`src/rtl/supply_uv_pkg.sv`:
```
package supply_uv_pkg;
  typedef enum logic {
    RAIL_OK    = 1'b0,
    RAIL_FAULT = 1'b1
  } rail_state_e;

  localparam rail_state_e RAIL_POWERUP = RAIL_FAULT;
endpackage

```
`src/rtl/uv_hyst_latch.sv`:
```
module uv_hyst_latch
  import supply_uv_pkg::*;
(
  input  logic        clk,
  input  logic        rst_n,
  input  logic        set_flag,
  input  logic        clr_flag,
  output rail_state_e state_q
);
  rail_state_e state_d;
  logic        state_en;

  // Set dominates clear; neither flag holds the state.
  always_comb begin
    state_en = set_flag | clr_flag;
    state_d  = set_flag ? RAIL_FAULT : RAIL_OK;
  end

  always_ff @(posedge clk or negedge rst_n) begin
    if (!rst_n)        state_q <= RAIL_POWERUP;
    else if (state_en) state_q <= state_d;
  end
endmodule

```
`src/rtl/variant_strap_reg.sv`:
```
module variant_strap_reg (
  input  logic clk,
  input  logic rst_n,
  input  logic strap_in,
  output logic has_ldo_q,
  output logic armed_q
);
  logic cap_en;

  always_comb cap_en = ~armed_q;

  always_ff @(posedge clk or negedge rst_n) begin
    if (!rst_n) begin
      armed_q   <= 1'b0;
      has_ldo_q <= 1'b1;
    end else if (cap_en) begin
      armed_q   <= 1'b1;
      has_ldo_q <= strap_in;
    end
  end
endmodule

```
`src/rtl/gate_policy.sv`:
```
module gate_policy
  import supply_uv_pkg::*;
(
  input  rail_state_e vreg_state,
  input  rail_state_e vlog_state,
  input  logic        has_ldo,
  input  logic        gdd_q,
  output logic        gate_en,
  output logic        supply_fault
);
  logic vlog_blocks;

  always_comb begin
    vlog_blocks  = (vlog_state == RAIL_FAULT) & (has_ldo | gdd_q);
    supply_fault = (vreg_state == RAIL_FAULT) | (vlog_state == RAIL_FAULT);
    gate_en      = (vreg_state == RAIL_OK) & ~vlog_blocks;
  end
endmodule

```
`src/rtl/supply_uv_supervisor.sv`:
```
module supply_uv_supervisor
  import supply_uv_pkg::*;
(
  input  logic clk,
  input  logic rst_n,
  input  logic strap_has_ldo,
  input  logic vreg_above_rise,
  input  logic vreg_below_fall,
  input  logic vlog_below_uv,
  input  logic vlog_above_rel,
  input  logic vlog_below_gdd,
  output logic gate_en,
  output logic supply_fault
);
  rail_state_e vreg_state_q;
  rail_state_e vlog_state_q;
  logic        has_ldo_q;
  logic        armed_q;
  logic        gdd_q;

  uv_hyst_latch u_vreg (
    .clk(clk), .rst_n(rst_n),
    .set_flag(vreg_below_fall), .clr_flag(vreg_above_rise),
    .state_q(vreg_state_q)
  );

  uv_hyst_latch u_vlog (
    .clk(clk), .rst_n(rst_n),
    .set_flag(vlog_below_uv), .clr_flag(vlog_above_rel),
    .state_q(vlog_state_q)
  );

  variant_strap_reg u_strap (
    .clk(clk), .rst_n(rst_n), .strap_in(strap_has_ldo),
    .has_ldo_q(has_ldo_q), .armed_q(armed_q)
  );

  always_ff @(posedge clk or negedge rst_n) begin
    if (!rst_n) gdd_q <= 1'b1;
    else        gdd_q <= vlog_below_gdd;
  end

  gate_policy u_policy (
    .vreg_state(vreg_state_q), .vlog_state(vlog_state_q),
    .has_ldo(has_ldo_q), .gdd_q(gdd_q),
    .gate_en(gate_en), .supply_fault(supply_fault)
  );
endmodule

```
`config.mk`:
```
export PLATFORM = sky130hd
export DESIGN_NAME = supply_uv_supervisor
export DESIGN_NICKNAME = d
export VERILOG_FILES = /design/src/rtl/supply_uv_pkg.sv /design/src/rtl/uv_hyst_latch.sv /design/src/rtl/variant_strap_reg.sv /design/src/rtl/gate_policy.sv /design/src/rtl/supply_uv_supervisor.sv
export SDC_FILE = /design/constraint.sdc
export NUM_CORES = 1
export LEC_CHECK = 0
export BUFFER_PORTS_ARGS = -buffer_cell sky130_fd_sc_hd__buf_2
export CAP_MARGIN = 20
export CORE_AREA = 2 2 39 41
export DETAILED_ROUTE_END_ITERATION = 8
export DIE_AREA = 0 0 41 43
export SYNTH_ARGS = -nofsm -noshare
export SYNTH_HDL_FRONTEND = slang
export SYNTH_SLANG_ARGS = --single-unit
```
`constraint.sdc`:
```
create_clock -name clk -period 1.7 [get_ports clk]
set_input_delay 0.085 -clock clk [delete_from_list [all_inputs] [get_ports clk]]
set_output_delay 0.085 -clock clk [all_outputs]
set_load 0.01 [all_outputs]
```
## Word-level counts from Yosys, hierarchy flattened

Cells that the tools add are included.

| operators by class | value |
|---|---|
| multiplexer cells | 2 |
| bitwise operators | 8 |

Operators with widths:

| operator | count |
|---|---|
| $or A1 B1 Y1 | 4 |
| $and A1 B1 Y1 | 2 |
| $mux W1 | 2 |
| $not A1 Y1 | 2 |

| word-level totals | value |
|---|---|
| register bits after elaboration | 5 |
| input bits | 8 |
| logic and storage cells | 15 |

## Longest topological paths before layout

Gate-level depths: netlist (run 1).

| logic depth | value |
|---|---|
| depth in word-level cells | 4 |
| depth in mapped cells | 2 |
| gate-level depth less buffers | 2 |

## Modules after synthesis

From an unflattened synthesis (run 1), not the netlist that was laid out.

| second synthesis, totals | value |
|---|---|
| cell total of the unflattened synthesis | 14 |
| area, all modules | 188.9 µm² |

By module, submodules not included:

| module | times used | cells each | area an instance (µm²) |
|---|---|---|---|
| uv_hyst_latch | 2 | 3 | 37.5 |
| variant_strap_reg | 1 | 4 | 70.1 |
| supply_uv_supervisor | 1 | 1 | 26.3 |
| gate_policy | 1 | 3 | 17.5 |

## Worst setup path after synthesis (run 1)

Ideal clock, no wire load.

| timing | value |
|---|---|
| kind | reg2out |
| start point | register u_strap.has_ldo_q |
| end point | output port gate_en |
| arrival | 0.674 ns |
| data required time | 1.615 ns |
| slack | 0.941 ns |
| cell stages (with the launch flop) | 3 |
| buffers on the path | 0 |
| cell sequence | dfstp_2 > o21a_1 > nor2_1 |

| between the ends | value |
|---|---|
| cells in the longest elaborated chain, start to end | 4 |

RTL lines:

| item | RTL line | source |
|---|---|---|
| start: declaration | variant_strap_reg.sv:5 | `output logic has_ldo_q,` |
| start signal: assignment | variant_strap_reg.sv:18 | `has_ldo_q <= strap_in;` |
| $or A1 B1 Y1 | gate_policy.sv:14 | `vlog_blocks = (vlog_state == RAIL_FAULT) & (has_ldo \| gdd_q);` |
| $and A1 B1 Y1 | gate_policy.sv:14 |  |
| $not A1 Y1 | gate_policy.sv:16 | `gate_en = (vreg_state == RAIL_OK) & ~vlog_blocks;` |
| $and A1 B1 Y1 | gate_policy.sv:16 |  |
| end: declaration | supply_uv_supervisor.sv:12 | `output logic gate_en,` |

No other way between the ends.

## Worst setup path in the final report (run 1)

Ends and elaborated chain as after synthesis.

==> flow_summary.json, run 1 <==
{
  "status": "complete, no violations",
  "grt_pass1_wl_um": 627,
  "setup_tns_ns": 0,
  "hold_class": "in -> reg",
  "worst_setup_path_end_kind": "output pin",
  "fin_worst_skew_ns": 0.000000361,
  "setup_ws_ns": 0.558,
  "routed_wl_um": 396,
  "wl_per_cell_um": 8.80,
  "dr.pass1.iters": 4,
  "dieWidth_um": 41,
  "initial_core_util_pct": 13.7,
  "grt_pass1_vias": 164,
  "clock_tree.buffer_depth": 2,
  "p_leak_uw": 0.000150,
  "pin_count": 10,
  "final_nets": 38,
  "via_per_inst": 3.16,
  "ys_seq_area_share_pct": 68.9,
  "insertion_delay_ns": 0.24,
  "coreArea_sq_um": 1380,
  "timing.hold.ws_ns": 0.0211,
  "postPlaceCellArea_sq_um": 254,
  "ctsRootBufferMaster": "clkbuf_4",
  "design_area_sq_um": 300,
  "critPathArrivalTime_ns": 1.06,
  "syn_area_sq_um": 189,
  "crit_path_start_kind": "flop",
  "diodes": 0,
  "clock_sinks": 5,
  "hp-start": "vreg_below_fall",
  "reg2reg_depth": 1,
  "drive_above_1_share_pct": 58.6,
  "r2r-end": "u_strap.has_ldo_q",
  "min_path_cells": 2,
  "grt-ovfl-total": 0,
  "min_period_ns": 1.14,
  "required_ns": 1.62,
  "drv_cap": 0,
  "num_vias": 142,
  "drv_slew": 0,
  "post_cts_buffers": 0,
  "path_class": "reg -> out",
  "antenna_found_initial": 0,
  "r2r_slack_ns": 0.97,
  "htreeDepth": 1,
  "max_freq_ghz": 0.876,
  "cts_tree": "built",
  "place_ws_ns": 0.816,
  "io_buffers": 9,
  "drc": 0,
  "grt_max_degree": 6,
  "crit_fanout": 2,
  "hold_viol": 0,
  "hold-path-endpoint": "u_vreg.state_q",
  "floorplan.die_area_sq_um": 1760,
  "ys_warn_count": 0,
  "powerDensity_nw_per_um2": 1020,
  "power_uw": 307,
  "ys_seq_elements": 5,
  "setup_viol": 0,
  "ant_nets": 0,
  "place.gp.congestion": 0.611,
  "peakVddDrop_v": 0.000244,
  "syn-num-nets": 22,
  "netlist_instances": 14,
  "drt_iter0_markers": 2,
  "timing.rr.start": "u_strap.armed_q",
  "cts_made_buffers": 3,
  "row_count": 14,
  "ys_types": 9,
  "period_share_pct": 67.2,
  "die_y_um": 43,
  "cts.clk_slew.worst_paths_ns": 0.05,
  "area_delta_synth_final_pct": 58.9,
  "grt_use_total_pct": 6.08,
  "rsz0062_at_grt": "false",
  "syn_avg_cell_area_sq_um": 13.5,
  "fillCellCount": 151
}
-- cells by family after synthesis --
family	share of synthesized area, %
AOI/OAI and AO/OA	11.9
buffers and inverters	3.97
DFF	68.9
muxes	7.94
other	1.98
and+or+nand+nor	5.30
-- state kept, by name, summed over array words and instances (netlist names) --
signal / count
gdd_q: 1
u_strap.armed_q: 1
u_strap.has_ldo_q: 1
u_vlog.state_q: 1
u_vreg.state_q: 1
-- how the worst max path moves through the flow --
stage	startpoint	end	slack [ns]	cells after the start
3_5_place_dp	u_strap.has_ldo_q	gate_en	0.82	3
4_1_cts	u_strap.has_ldo_q	gate_en	0.54	3
3_3_place_gp	u_strap.has_ldo_q	gate_en	0.81	3
2_1_floorplan	u_strap.has_ldo_q	gate_en	0.94	2
5_1_grt	u_strap.has_ldo_q	gate_en	0.51	3
6_report	u_strap.has_ldo_q	gate_en	0.56	3
-- power by group --
part	total, uW	leakage [uW]	switching [uW]	internal (uW)
logic	29.2	0.0000817	10.6	18.6
clock network	140	0.0000150	50.8	88.9
registers	138	0.0000538	4.88	133
-- metal layers --
metal | up-vias | GRT usage, % | wire (um)
met4 | 0 | 10.0 | 15
met5 | - | 0 | 0
li1 | 72 | - | -
met2 | 12 | 5.31 | 113
met1 | 56 | 8.28 | 208
met3 | 2 | 1.57 | 58
-- repair_timing --
item,CTS,global route
hold endpoints to repair,6,0
hold buffers,2,0
resized for setup,0,0
-- cells in the mapped netlist, drive strengths merged --
master  instances  share of area (%)
a21o            2                7.9
conb            1                2.0
dfrtp           1                 13
dfstp           4                 56
inv             2                4.0
mux2            1                7.9
nor2            1                2.0
o21a            1                4.0
or2             1                3.3
-- area by class of cell --
type | count | area (sq um) | share of cell area, %
Inverter | 2 | 7.51 | 2.50
Timing Repair Buffer | 11 | 65.1 | 21.7
Multi-Input combinational cell | 7 | 51.3 | 17.1
Sequential cell | 5 | 130 | 43.3
Clock buffer | 4 | 26.3 | 8.75
Tap cell | 16 | 20.0 | 6.67
-- metrics by stage --
| step | util (%) | cells |
|---|---|---|
| after detailed placement | 18.4 | 39 |
| after global routing | 21.7 | 45 |
| after floorplan | - | 14 |
| after CTS | 21.7 | 45 |
| after global placement | 18.4 | 39 |
| final | 21.7 | 45 |
-- placed cells by master, fill, tap and decap left out --
master         Yosys  final
a21o_1             2      2
mux2_4             1      1
conb_1             1      1
dfrtp_1            1      1
nor2_1             1      1
dfstp_2            4      4
buf_2              0      9
dlygate4sd3_1      0      2
clkbuf_1           0      1
clkbuf_4           0      3
or2_1              1      1
inv_1              2      2
o21a_1             1      1
-- critical path, stage by stage, from the launching register on --
cell and delay [ns]:
dfstp_2 0.53, o21a_1 0.12, nor2_1 0.04, buf_2 0.13
No activity file was read; power rests on OpenSTA's default activity.
==> inputs of run 2 (changes only) <==
- clock period: 1.7 -> 1.15 ns (I/O delays scaled with it)
==> run 2 against run 1 <==
Compared with the run above: critical path depth unchanged; via count grew 9.9%; sequential share of layout area fell by 3.6 points; non-clock buffer count is 3 higher; critical path type unchanged; critical endpoint unchanged; largest cell class unchanged; largest power group unchanged; highest routed layer unchanged.
==> flow_summary.json, run 2 (synthesis results as in run 1) <==
{
  "status": "complete, no violations",
  "routed_wl_um": 418,
  "required_ns": 1.09,
  "rsz0062_at_grt": "false",
  "insertion_delay_ns": 0.24,
  "powerDensity_nw_per_um2": 1410,
  "grt_max_degree": 6,
  "crit_slowest_cell": "dfstp_2",
  "crit_path_start_kind": "flop",
  "row_count": 14,
  "p_leak_uw": 0.000164,
  "final_nets": 41,
  "r2r-end": "u_strap.has_ldo_q",
  "worstPathCellList": "o21a_1, nor2_1, buf_2",
  "drc": 0,
  "dr.pass1.iters": 1,
  "setup_ws_ns": 0.0434,
  "setup_tns_ns": 0,
  "p_sw_uw": 100,
  "power_frac_comb_pct": 11.6,
  "dieWidth_um": 41,
  "drv_cap": 0,
  "wl_per_cell_um": 8.71,
  "place_ws_ns": 0.294,
  "timing.rr.start": "u_strap.has_ldo_q",
  "fin_worst_skew_ns": 0.00000777,
  "reg2reg_depth": 2,
  "cts_tree": "built",
  "pwr-share-seq_pct": 43.8,
  "drive_above_1_share_pct": 56.3,
  "critical_path_depth": 3,
  "ctsRootBufferMaster": "clkbuf_4",
  "critPathArrivalTime_ns": 1.05,
  "p_int_uw": 364,
  "period_share_pct": 96.2,
  "initial_core_util_pct": 13.7,
  "grt-ovfl-total": 0,
  "grt_pass1_vias": 167,
  "slowest_delay_ns": 0.53,
  "coreArea_sq_um": 1380,
  "cts-resized-gates": 0,
  "grt_pass1_wl_um": 627,
  "via_per_inst": 3.25,
  "crit_fanout": 3,
  "clock_sinks": 5,
  "drt_iter0_markers": 0,
  "path_class": "reg -> out",
  "htreeDepth": 1,
  "fillCellCount": 154,
  "pin_count": 10,
  "r2r_slack_ns": 0.35,
  "startpoint": "u_vlog.state_q",
  "cts_made_buffers": 3,
  "ant_nets": 0,
  "most-common-layout-cells": "buf_2, dfstp_2, dlygate4sd3_1",
  "layout_commonest_cell": "buf_2",
  "peakVddDrop_v": 0.000355,
  "area_delta_synth_final_pct": 73.5,
  "crit_family": "flip-flops",
  "antenna_found_initial": 0,
  "crit_path_end": "gate_en",
  "power_uw": 464,
  "regArea_sq_um": 130,
  "pwr-share-clk_pct": 44.6,
  "max_freq_ghz": 0.904,
  "final_util_pct": 23.7,
  "diodes": 0,
  "drv_slew": 0,
  "floorplan.die_area_sq_um": 1760,
  "p_sw_share_pct": 21.6,
  "cts.clk_slew.worst_paths_ns": 0.05,
  "hold_class": "in -> reg",
  "die_y_um": 43,
  "grt_use_total_pct": 6.08,
  "place.gp.congestion": 0.611,
  "clock_tree.buffer_depth": 2,
  "worst_setup_path_end_kind": "output pin",
  "io_buffers": 9,
  "num_vias": 156,
  "min_period_ns": 1.11,
  "multi_input_area_sq_um": 51.3,
  "setup_viol": 0,
  "timing.hold.ws_ns": 0.0492,
  "hold_viol": 0,
  "cp_num_buf_inv": 1
}
run 2: cell types whose count changed in the layout (fill, tap and decap cells not counted):
cell           before  now
dlygate4sd3_1       2    4
buf_4               0    1
run 2: final cells by class:
type / count / area share, %
sequential: 5 / 39.7
timing repair buffer: 14 / 28.2
multi-input combinational: 7 / 15.6
clock buffer: 4 / 8.02
tap: 16 / 6.11
inverter: 2 / 2.29
run 2: metrics by stage:
| stage | area, sq um | instances |
|---|---|---|
| final | 328 | 48 |
| after CTS | 320 | 47 |
| after floorplan | 189 | 14 |
| after global routing | 328 | 48 |
| after global placement | 254 | 39 |
| after detailed placement | 254 | 39 |
run 2: worst reg2reg max path, cell delays in order (launching register included):
cell and delay, ns:
dfstp_2 0.36, buf_4 0.12, mux2_4 0.24
run 2: worst min path at each step:
stage	slack, ns	to	startpoint	cells past startpoint
finish	0.05	u_strap.has_ldo_q	strap_has_ldo	2
global route	0.05	u_strap.has_ldo_q	strap_has_ldo	2
CTS	0.04	u_strap.has_ldo_q	strap_has_ldo	2
detailed placement	-0.13	u_strap.armed_q	rst_n	1
global placement	-0.12	u_strap.armed_q	rst_n	1
floorplan	-0.24	u_strap.armed_q	rst_n	0
run 2: power groups by stage:
| stage | Sequential (uW) | Combinational (uW) | Clock [uW] |
|---|---|---|---|
| 6_report | 203 | 53.7 | 207 |
| 3_5_place_dp | 206 | 38.2 | 0 |
| 4_1_cts | 203 | 48.7 | 220 |
| 2_1_floorplan | 203 | 18.7 | 0 |
| 3_3_place_gp | 205 | 38.8 | 0 |
| 5_1_grt | 204 | 58.7 | 227 |
run 2: routing by layer:
layer / wire length, um / GRT usage, %
met1: 197 / 7.62
met2: 141 / 5.94
met3: 63 / 1.57
met4: 15 / 10.0
met5: 0 / 0
run 2: repair_timing:
item,4_1_cts,5_1_grt
endpoints found under the setup margin,0,1
hold buffers,4,0
hold endpoints to repair,8,0
setup buffers,0,1
